--- config.mk ---
export PLATFORM = sky130hd
export DESIGN_NAME = fdiv_divider
export DESIGN_NICKNAME = d
export VERILOG_FILES = /design/src/rtl/fdiv_pkg.sv /design/src/rtl/fdiv_datapath.sv /design/src/rtl/fdiv_ctrl.sv /design/src/rtl/fdiv_divider.sv
export SDC_FILE = /design/constraint.sdc
export NUM_CORES = 1
export LEC_CHECK = 0
export BUFFER_PORTS_ARGS = -buffer_cell sky130_fd_sc_hd__clkbuf_2
export CAP_MARGIN = 15
export CORE_AREA = 2 2 49 51
export CTS_CLUSTER_DIAMETER = 120
export CTS_CLUSTER_SIZE = 14
export DETAILED_ROUTE_END_ITERATION = 12
export DIE_AREA = 0 0 51 53
export PLACE_DENSITY = 0.52
export SYNTH_ARGS = -nofsm -noshare
export SYNTH_HDL_FRONTEND = slang
export SYNTH_SLANG_ARGS = --single-unit
--- constraint.sdc ---
create_clock -name clk -period 2 [get_ports clk]
set_input_delay 0.5 -clock clk [delete_from_list [all_inputs] [get_ports clk]]
set_output_delay 0.5 -clock clk [all_outputs]
set_load 0.005 [all_outputs]
--- src/rtl/fdiv_pkg.sv ---
package fdiv_pkg;
  // Strobes from the control half to the counting datapath.
  typedef struct packed {
    logic load;  // reload the digits from the ratio
    logic fire;  // emit an output pulse on this edge
  } fdivStrobe_t;
endpackage

--- src/rtl/fdiv_datapath.sv ---
module fdiv_datapath
  import fdiv_pkg::*;
#(
  parameter int DIGIT_W = 4,
  parameter int DIGITS  = 2,
  localparam int RATIO_W = DIGIT_W * DIGITS
) (
  input  logic               clk,
  input  logic               rst,
  input  fdivStrobe_t        strobe,
  input  logic [RATIO_W-1:0] ratio,
  output logic               terminalN
);
  logic [RATIO_W-1:0] loadVal;
  logic [DIGITS:0]    chainN;

  // Period N needs N states: N-1 down to 0. A zero ratio parks the digits at zero.
  assign loadVal   = (ratio == '0) ? '0 : ratio - 1'b1;
  assign chainN[0] = 1'b0;  // the lowest digit is always enabled

  for (genvar g = 0; g < DIGITS; g++) begin : gDigit
    logic [DIGIT_W-1:0] digit;

    always_ff @(posedge clk) begin
      if (strobe.load) digit <= loadVal[g*DIGIT_W +: DIGIT_W];
      else if (!chainN[g]) digit <= digit - 1'b1;
    end

    // Active-low carry: low when this digit is enabled and sits at zero.
    assign chainN[g+1] = !(!chainN[g] && (digit == '0));

    if (g == 0) begin : gLowChk
      AST_CARRY_ONE_CYCLE: assert property (@(posedge clk) disable iff (rst)
        (!chainN[1] && !strobe.load) |=> chainN[1]);
    end else begin : gHighChk
      AST_UPPER_HOLD: assert property (@(posedge clk) disable iff (rst)
        (chainN[g] && !strobe.load) |=> $stable(digit));
    end
  end

  assign terminalN = chainN[DIGITS];
endmodule

--- src/rtl/fdiv_ctrl.sv ---
module fdiv_ctrl
  import fdiv_pkg::*;
#(
  parameter int RATIO_W = 8
) (
  input  logic               clk,
  input  logic               rst,
  input  logic [RATIO_W-1:0] ratio,
  input  logic               terminalN,
  output fdivStrobe_t        strobe,
  output logic               divOut,
  output logic               ratioBad
);
  assign ratioBad = (ratio == '0);

  always_comb begin
    strobe.load = rst || !terminalN;
    strobe.fire = !rst && !terminalN && !ratioBad;
  end

  always_ff @(posedge clk) begin
    divOut <= strobe.fire;
  end

  AST_QUIET_ON_ZERO: assert property (@(posedge clk) disable iff (rst)
    ratioBad |=> !divOut);
  AST_PULSE_FROM_TERMINAL: assert property (@(posedge clk) disable iff (rst)
    divOut |-> $past(!terminalN));
endmodule

--- src/rtl/fdiv_divider.sv ---
module fdiv_divider
  import fdiv_pkg::*;
#(
  parameter int DIGIT_W = 4,
  parameter int DIGITS  = 2,
  localparam int RATIO_W = DIGIT_W * DIGITS
) (
  input  logic               clk,
  input  logic               rst,
  input  logic [RATIO_W-1:0] ratio,
  output logic               divOut,
  output logic               ratioBad
);
  fdivStrobe_t strobe;
  logic        terminalN;

  fdiv_datapath #(.DIGIT_W(DIGIT_W), .DIGITS(DIGITS)) u_path (
    .clk(clk), .rst(rst), .strobe(strobe), .ratio(ratio), .terminalN(terminalN)
  );

  fdiv_ctrl #(.RATIO_W(RATIO_W)) u_ctrl (
    .clk(clk), .rst(rst), .ratio(ratio), .terminalN(terminalN),
    .strobe(strobe), .divOut(divOut), .ratioBad(ratioBad)
  );

  AST_RESET_CLEARS: assert property (@(posedge clk)
    $past(rst) |-> !divOut);
endmodule

==> reports/qor.csv, run 1 <==
metric,value,unit
fmax,0.485,GHz
wl_per_cell,10.7,um
grt_overflow,0,
dieArea,2700,sq um
setup_violations,1,
skew,7.02,ps
syn_nets,75,
synth-edff-count,4,
place.port_buffers,11,
syn_area,614,sq um
grt_pass1_vias,500,
cp.arrival,1560,ps
tightestPinTransition,475,ps
fin_nets,100,
grt_pass1_wl,2090,um
syn_avg_cell_area,10.1,sq um
status,"finished, violations left",
p_leak,0.335,nW
cts_htree_levels,1,
synthArstFlopShare,0,%
finalHoldViolations,0,
cp_max_fo,2,
grt_max_degree,10,
power_density,644,nW/um^2
final_common_cell,clkbuf_2,
cts_root_buf,clkbuf_4,
clkTransAtPathRegs,60,ps
post_synth_num_cell_types,29,
viasPerCell,4.58,
cts_tree,yes,
drv_cap,0,
ys_dominant_reg_cell,dfxtp_1,
ys_warn_count,0,
end_kind,primary output,
final_cell_mix,"clkbuf_2 (10), buf_4 (9), inv_1 (5), xnor2_1 (5), dfxtp_1 (5)",
place_congestion,0.712,
drtAntennaViolNets,0,
via_count,517,
route.detailed.drc,0,
drive_above_1_share,38.8,%
antenna_found_initial,0,
critPathLaunchType,input port,
criticalPathCategory,input port to primary output,
fp.dieH,53,um
holdCritPathClass,input port to flop,
pre_cts_ws,-148,ps
dpl.cell_count,109,
synth_cells,61,
grtUsageTotal,10.4,%
total_power,0.000522,W
drt-pass1-iter-count,4,
initial_core_util,28.6,%
slew_violations,0,
cp.required,1500,ps
wl,1210,um
synth.yosys.seq_area_share,35.8,%
io_pins,12,
placementRows,17,
finalCritPeriodShare,103,%
fin_ws,-62.3,ps
drt_iter0_drc,5,
timing.hold.ws,461,ps
fin_cells,113,
die_w,51,um
peakVddDrop,0.230,mV
final.min_clock_period,2060,ps
clock_sinks,9,
rsz0062_at_grt,true,
cts_hold_buffers,0,
violations,negative setup slack,
dp_hpwl,995,um
core_area,2150,sq um
clockBufferDepth,2,
worstSkewPairLatency,260,ps
area_delta_synth_final,32.0,%
diodes,0,
slew_headroom,68.3,%
ys_seq_elements,9,
numCtsBuffers,3,
## what timing repair did
action | CTS | global route
buffers inserted | 0 | 0
pin swaps | 0 | 0
gates resized for setup | 0 | 5
setup endpoints to repair | 1 | 1
## path summary, 6_finish.rpt
| path | from | end | slack, ps | cells after the start |
|---|---|---|---|---|
| worst min register to register | u_path.gDigit[0].digit[0]$_DFF_P_ | u_path.gDigit[0].digit[0]$_DFF_P_ | 470 | 1 |
| worst max register to register | u_path.gDigit[0].digit[0]$_DFF_P_ | u_path.gDigit[1].digit[1]$_DFFE_PP_ | 290 | 6 |
| worst min-delay path | rst | u_ctrl.divOut$_DFF_P_ | 460 | 2 |
| worst max-delay path | ratio[0] | ratioBad | -60 | 6 |
## worst max-delay path, stage by stage
cell,delay (ps)
clkbuf_2,90
inv_2,60
ha_4,120
or4b_4,470
nor4_4,160
buf_2,150
## power by group
| part | leakage, nW | total [W] | switching (W) | internal [W] |
|---|---|---|---|---|
| Clock | 0.0150 | 0.000136 | 0.0000589 | 0.0000766 |
| Combinational | 0.238 | 0.000139 | 0.0000666 | 0.0000721 |
| Sequential | 0.0813 | 0.000248 | 0.0000220 | 0.000226 |
| Total | 0.335 | 0.000522 | 0.000148 | 0.000374 |
## metal layers
metal / GRT usage (%) / part of all wire, %
met2: 16.5 / 47
met3: 1.69 / 2.3
met1: 14.5 / 51
met4: 2.70 / 0
met5: 0 / 0
## cells by family after synthesis
logic type                 synth area share [%]
AOI/OAI and AO/OA                          14.9
xor gates and xnor gates                   8.55
adders and majority gates                  8.15
buffers and inverters                      4.28
DFF                                        35.8
muxes                                      3.26
and+or+nand+nor                            25.1
## metrics by stage
step	utilization [%]	cell area [sq um]	setup TNS [ps]
final	37.7	811	-62.3
after floorplan	-	614	0
after global placement	35.9	772	-252
after global routing	37.7	811	-112
after CTS	37.2	798	-102
after detailed placement	35.9	772	-455
## sequential cells by signal, summed over array words and instances, names as in the netlist
signal               count
u_ctrl.divOut            1
u_path.gDigit.digit      8
## synthesized netlist by cell type (2+ instances only)
cell type  instances  share of area [%]
mux2i_1            2                3.3
ha_1               4                8.1
or3_1              3                3.1
nor2_1             3                1.8
nor3_1             4                3.3
o31ai_1            2                2.4
dfxtp_1            5                 16
inv_1              7                4.3
o21ai_1            4                3.3
edfxtp_1           4                 20
xnor2_1            5                7.1
## area by class of cell
cell class                      instances  area [sq um]
Clock buffer                            4          26.3
Fill cell                             215          1340
Inverter                                7          26.3
Multi-Input combinational cell         45           380
Sequential cell                         9           220
Tap cell                               28          35.0
Timing Repair Buffer                   20           123
Note: power is estimated with default switching activity, not from simulation.
==> inputs of run 2 (changes only) <==
Settings changed: BUFFER_PORTS_ARGS -buffer_cell sky130_fd_sc_hd__clkbuf_2 to unset, CAP_MARGIN 15 to unset, DONT_BUFFER_PORTS set to 1, PLACE_DENSITY 0.52 to 0.47.
==> run 2 against run 1 <==
  * The flow now finishes without violations
  * Critical path depth is 2 lower
  * Maximum frequency is 4.9% higher
  * Clock power hardly changed
  * Sequential power hardly changed
  * Via count is 9.7% lower
  * Utilization is 5.6 points lower
  * Global-route usage is 0.40 points higher
  * Clock skew is 5.4 ps lower
  * Total power is 5.5% lower
  * Worst setup slack better by 97 ps
  * Critical path type unchanged
  * Highest routed layer is now met4
==> reports/qor.csv, run 2 (synthesis gave the netlist of run 1 again) <==
metric,value,unit,change
viasPerCell,4.92,,+7.4%
final_cell_mix,"inv_1 (7), xnor2_1 (5), dfxtp_1 (5)",,
wl,1190,um,-2.1%
clockBufferDepth,2,,unchanged
end_kind,primary output,,
cp.arrival,1470,ps,-90 ps
largestRegisters,"u_path.gDigit.digit: 8 flops, u_ctrl.divOut: 1 flops",,
cts_root_buf,clkbuf_4,,
total_power,0.000494,W,-5.5%
drtAntennaViolNets,0,,unchanged
fin_nets,82,,-18%
drt_iter0_drc,6,,+1
slew_headroom,67.9,%,-0.41 points
final.min_clock_period,1970,ps,-97.0 ps
tightestPinTransition,481,ps,+6.09 ps
grtUsageTotal,10.8,%,+0.40 points
worstSkewPairLatency,250,ps,about the same
criticalPathCategory,input port to primary output,,
fill_cells,234,,+8.8%
cts_htree_levels,1,,unchanged
cp_max_fo,5,,+3
grt_max_degree,10,,unchanged
tns,0,ps,+62.3 ps
drive_above_1_share,17.9,%,-21 points
setup_violations,0,,-1
dpl.cell_count,91,,-17%
clkTransAtPathRegs,60,ps,about the same
fin_ws,34.7,ps,+97.0 ps
dp_hpwl,955,um,-4.1%
peakVddDrop,0.258,mV,+12%
diodes,0,,unchanged
largest_reg_flops,8,,unchanged
place_congestion,0.710,,-0.31%
area_delta_synth_final,12.4,%,
reg2regPathDepth,6,,unchanged
finalCritPeriodShare,98.3,%,-4.9 points
power_density,715,nW/um^2,+11%
rsz0062_at_grt,true,,
antenna_found_initial,0,,unchanged
holdCritPathClass,input port to flop,,
critPathLaunchType,input port,,
placementRows,17,,unchanged
grt_pass1_vias,492,,-1.6%
core_area,2150,sq um,unchanged
cts_tree,yes,,
pre_cts_ws,18.0,ps,+166 ps
final_common_cell,inv_1,,
place.port_buffers,0,,-11
timing.hold.ws,316,ps,-145 ps
initial_core_util,28.6,%,unchanged
fin_cells,95,,-16%
skew,1.62,ps,-5.40 ps
fp.dieH,53,um,unchanged
finalHoldViolations,0,,unchanged
slew_violations,0,,unchanged
grt_overflow,0,,unchanged
p_leak,0.257,nW,-23%
drv_cap,0,,unchanged
via_count,467,,-9.7%
grt_pass1_wl,2120,um,+1.3%
critical_path.cell_chain,inv_1 -> ha_1 -> or4b_4 -> nor4_4,,
drt-pass1-iter-count,3,,-1
dieArea,2700,sq um,unchanged
cts_resized,0,,unchanged
slowest_delay,510,ps,+40 ps
fmax,0.509,GHz,+4.9%
hold_path_depth,1,,-1
io_pins,12,,unchanged
wl_per_cell,12.5,um,+16%
route.detailed.drc,0,,unchanged
cp.required,1500,ps,about the same
numCtsBuffers,3,,unchanged
die_w,51,um,unchanged
status,finished clean,,
top_register,u_path.gDigit.digit,,
clock_sinks,9,,unchanged
slowest_stage,or4b_4,,
==> run 2: changes by cell type in the layout (fill, tap and decap cells not counted) <==
cell / delta
clkbuf_2: -10
buf_4: -7
inv_1: +2
inv_2: -2
buf_2: -1
ha_1: +1
ha_4: -1
==> run 2: final cells by class <==
| type | count | area (sq um) | share of cell area, % |
|---|---|---|---|
| multi-input combinational | 45 | 368 | 53.3 |
| sequential | 9 | 220 | 31.9 |
| tap | 28 | 35.0 | 5.07 |
| clock buffer | 4 | 26.3 | 3.80 |
| inverter | 7 | 26.3 | 3.80 |
| timing repair buffer | 2 | 15.0 | 2.17 |
==> run 2: what timing repair did <==
action | 4_1_cts | 5_1_grt
hold buffers | 0 | 0
setup buffers | 0 | 0
setup endpoints to repair | 0 | 1
==> run 2: final timing paths <==
kind | startpoint | to | slack, ps
max | ratio[0] | ratioBad | 30
min | rst | u_ctrl.divOut$_DFF_P_ | 320
min reg2reg | u_path.gDigit[0].digit[0]$_DFF_P_ | u_path.gDigit[0].digit[0]$_DFF_P_ | 470
max reg2reg | u_path.gDigit[0].digit[0]$_DFF_P_ | u_path.gDigit[1].digit[1]$_DFFE_PP_ | 270
==> run 2: stage by stage <==
step           util (%)  instance area, sq um
2_1_floorplan         -                   614
3_3_place_gp       30.9                   664
3_5_place_dp       30.9                   664
4_1_cts            32.1                   691
5_1_grt            32.1                   691
6_report           32.1                   691
==> run 2: worst max-delay path: cells and delay by family <==
family	cells	cell delay, ps
adders and majority gates	1	150
buffers and inverters	1	30
and+or+nand+nor	2	780
==> run 2: power breakdown <==
group	switching, W	internal (W)	total (W)
combinational	0.0000507	0.0000578	0.000109
clock	0.0000613	0.0000768	0.000138
sequential	0.0000212	0.000226	0.000247
total	0.000133	0.000360	0.000494
==> run 2: routing by layer <==
| metal | track usage, % | wire, um | up-vias |
|---|---|---|---|
| li1 | - | - | 238 |
| met1 | 12.2 | 542 | 216 |
| met2 | 18.0 | 558 | 11 |
| met3 | 2.82 | 66 | 2 |
| met4 | 6.76 | 21 | 0 |
| met5 | 0 | 0 | - |
==> inputs of run 3 (changes only) <==
==> constraint.sdc (replaced) <==
create_clock -name clk -period 2 [get_ports clk]
set_input_delay 0.4 -clock clk [delete_from_list [all_inputs] [get_ports clk]]
set_output_delay 0.4 -clock clk [all_outputs]
set_load 0.005 [all_outputs]
==> run 3 against run 2 <==
  * Combinational power hardly changed
  * Register-to-register slack better by 30 ps
  * Utilization up 0.93 points
  * Sequential share of layout area fell by 0.90 points
  * Sequential cell count stayed put
  * Critical endpoint unchanged
==> reports/qor.csv, run 3 (synthesis gave the netlist of run 1 again) <==
metric,value,unit,change
status,finished clean,,
dieArea,2700,sq um,unchanged
cp.arrival,1560,ps,+90 ps
io_pins,12,,unchanged
largest_reg_flops,8,,unchanged
cp.required,1600,ps,+100 ps
power_density,707,nW/um^2,-1.1%
end_kind,primary output,,
skew,5.14,ps,+3.53 ps
finalHoldViolations,0,,unchanged
numCtsBuffers,3,,unchanged
cp_max_fo,6,,+1
antenna_found_initial,0,,unchanged
fp.dieH,53,um,unchanged
grt_pass1_vias,473,,-3.9%
die_w,51,um,unchanged
cp.buffers_inverters,2,,+1
cts_htree_levels,1,,unchanged
drive_above_1_share,22.1,%,+4.1 points
critPathLaunchType,input port,,
place.port_buffers,0,,unchanged
path_delay_family,simple AND/OR/NAND/NOR gates,,
fmax,0.509,GHz,+0.13%
top_register,u_path.gDigit.digit,,
worstSkewPairLatency,260,ps,about the same
critical_path.cell_chain,inv_1 -> ha_4 -> or4b_4 -> nor4_4 -> buf_4,,
viasPerCell,4.91,,-0.19%
cts_root_buf,clkbuf_4,,
place_congestion,0.687,,-3.1%
final.min_clock_period,1960,ps,-2.53 ps
grt_pass1_wl,1950,um,-7.8%
core_area,2150,sq um,unchanged
largestRegisters,"u_path.gDigit.digit: 8 flops, u_ctrl.divOut: 1 flops",,
cts_tree,yes,,
finalCritPeriodShare,98.1,%,-0.13 points
cts_hold_buffers,0,,unchanged
setup_violations,0,,unchanged
fin_ws,37.2,ps,+2.53 ps
pre_cts_ws,73.8,ps,+55.8 ps
initial_core_util,28.6,%,unchanged
slowest_delay,470,ps,-40 ps
clockBufferDepth,2,,unchanged
holdCritPathClass,input port to flop,,
grt_overflow,0,,unchanged
final_common_cell,inv_1,,
fin_nets,83,,+1.2%
slew_headroom,69.5,%,+1.6 points
dp_hpwl,963,um,+0.88%
p_leak,0.260,nW,+1.3%
clkTransAtPathRegs,70,ps,about the same
drtAntennaViolNets,0,,unchanged
wl_per_cell,12.5,um,-0.21%
drv_cap,0,,unchanged
drt_iter0_drc,5,,-1
grtUsageTotal,10.4,%,-0.36 points
slew_violations,0,,unchanged
route.detailed.drc,0,,unchanged
tightestPinTransition,456,ps,-24.6 ps
clock_sinks,9,,unchanged
drt-pass1-iter-count,4,,+1
criticalPathCategory,input port to primary output,,
peakVddDrop,0.348,mV,+35%
final_cell_mix,"inv_1 (6), xnor2_1 (5), dfxtp_1 (5)",,
diodes,0,,unchanged
wl,1200,um,+0.84%
via_count,471,,+0.86%
placementRows,17,,unchanged
grt_max_degree,10,,unchanged
slowest_stage,or4b_4,,
utilization,33.1,%,+0.93 points
area_delta_synth_final,15.7,%,
-- run 3: worst paths after layout --
| check | startpoint | to | slack (ps) | cells after the start |
|---|---|---|---|---|
| worst max register to register | u_path.gDigit[0].digit[0]$_DFF_P_ | u_path.gDigit[1].digit[1]$_DFFE_PP_ | 300 | 6 |
| worst min register to register | u_path.gDigit[0].digit[0]$_DFF_P_ | u_path.gDigit[0].digit[0]$_DFF_P_ | 480 | 1 |
| worst min-delay path | rst | u_ctrl.divOut$_DFF_P_ | 210 | 1 |
| worst max-delay path | ratio[0] | ratioBad | 40 | 5 |
-- run 3: per-stage QoR --
step | instance area (sq um) | cells | total power [W] | hold WS [ps] | TNS [ps]
2_1_floorplan | 614 | 61 | 0.000338 | 438 | 0
3_3_place_gp | 657 | 90 | 0.000360 | 462 | 0
3_5_place_dp | 657 | 90 | 0.000360 | 474 | 0
4_1_cts | 683 | 94 | 0.000505 | 209 | 0
5_1_grt | 711 | 96 | 0.000540 | 204 | -7.82
6_report | 711 | 96 | 0.000502 | 212 | 0
-- run 3: power by group --
part | switching, W | internal, W
clock network | 0.0000677 | 0.0000771
logic | 0.0000521 | 0.0000583
registers | 0.0000213 | 0.000226
-- run 3: layout make-up --
cell class | instances | area (sq um)
inverter | 7 | 26.3
timing repair buffer | 3 | 22.5
sequential | 9 | 220
tap | 28 | 35.0
multi-input combinational | 45 | 380
clock buffer | 4 | 26.3
fill | 233 | 1440
-- run 3: what timing repair did --
item,4_1_cts,5_1_grt
endpoints found under the setup margin,0,1
setup buffers,0,2
resized for setup,0,3
-- run 3: per-layer routing --
layer / wire [um] / up-vias / share of wire (%) / track usage (%)
met5: 0 / - / 0 / 0
met4: 38 / 0 / 3.2 / 9.46
met3: 65 / 4 / 5.4 / 4.52
met2: 557 / 13 / 46 / 16.2
met1: 537 / 214 / 45 / 10.5
li1: - / 240 / - / -
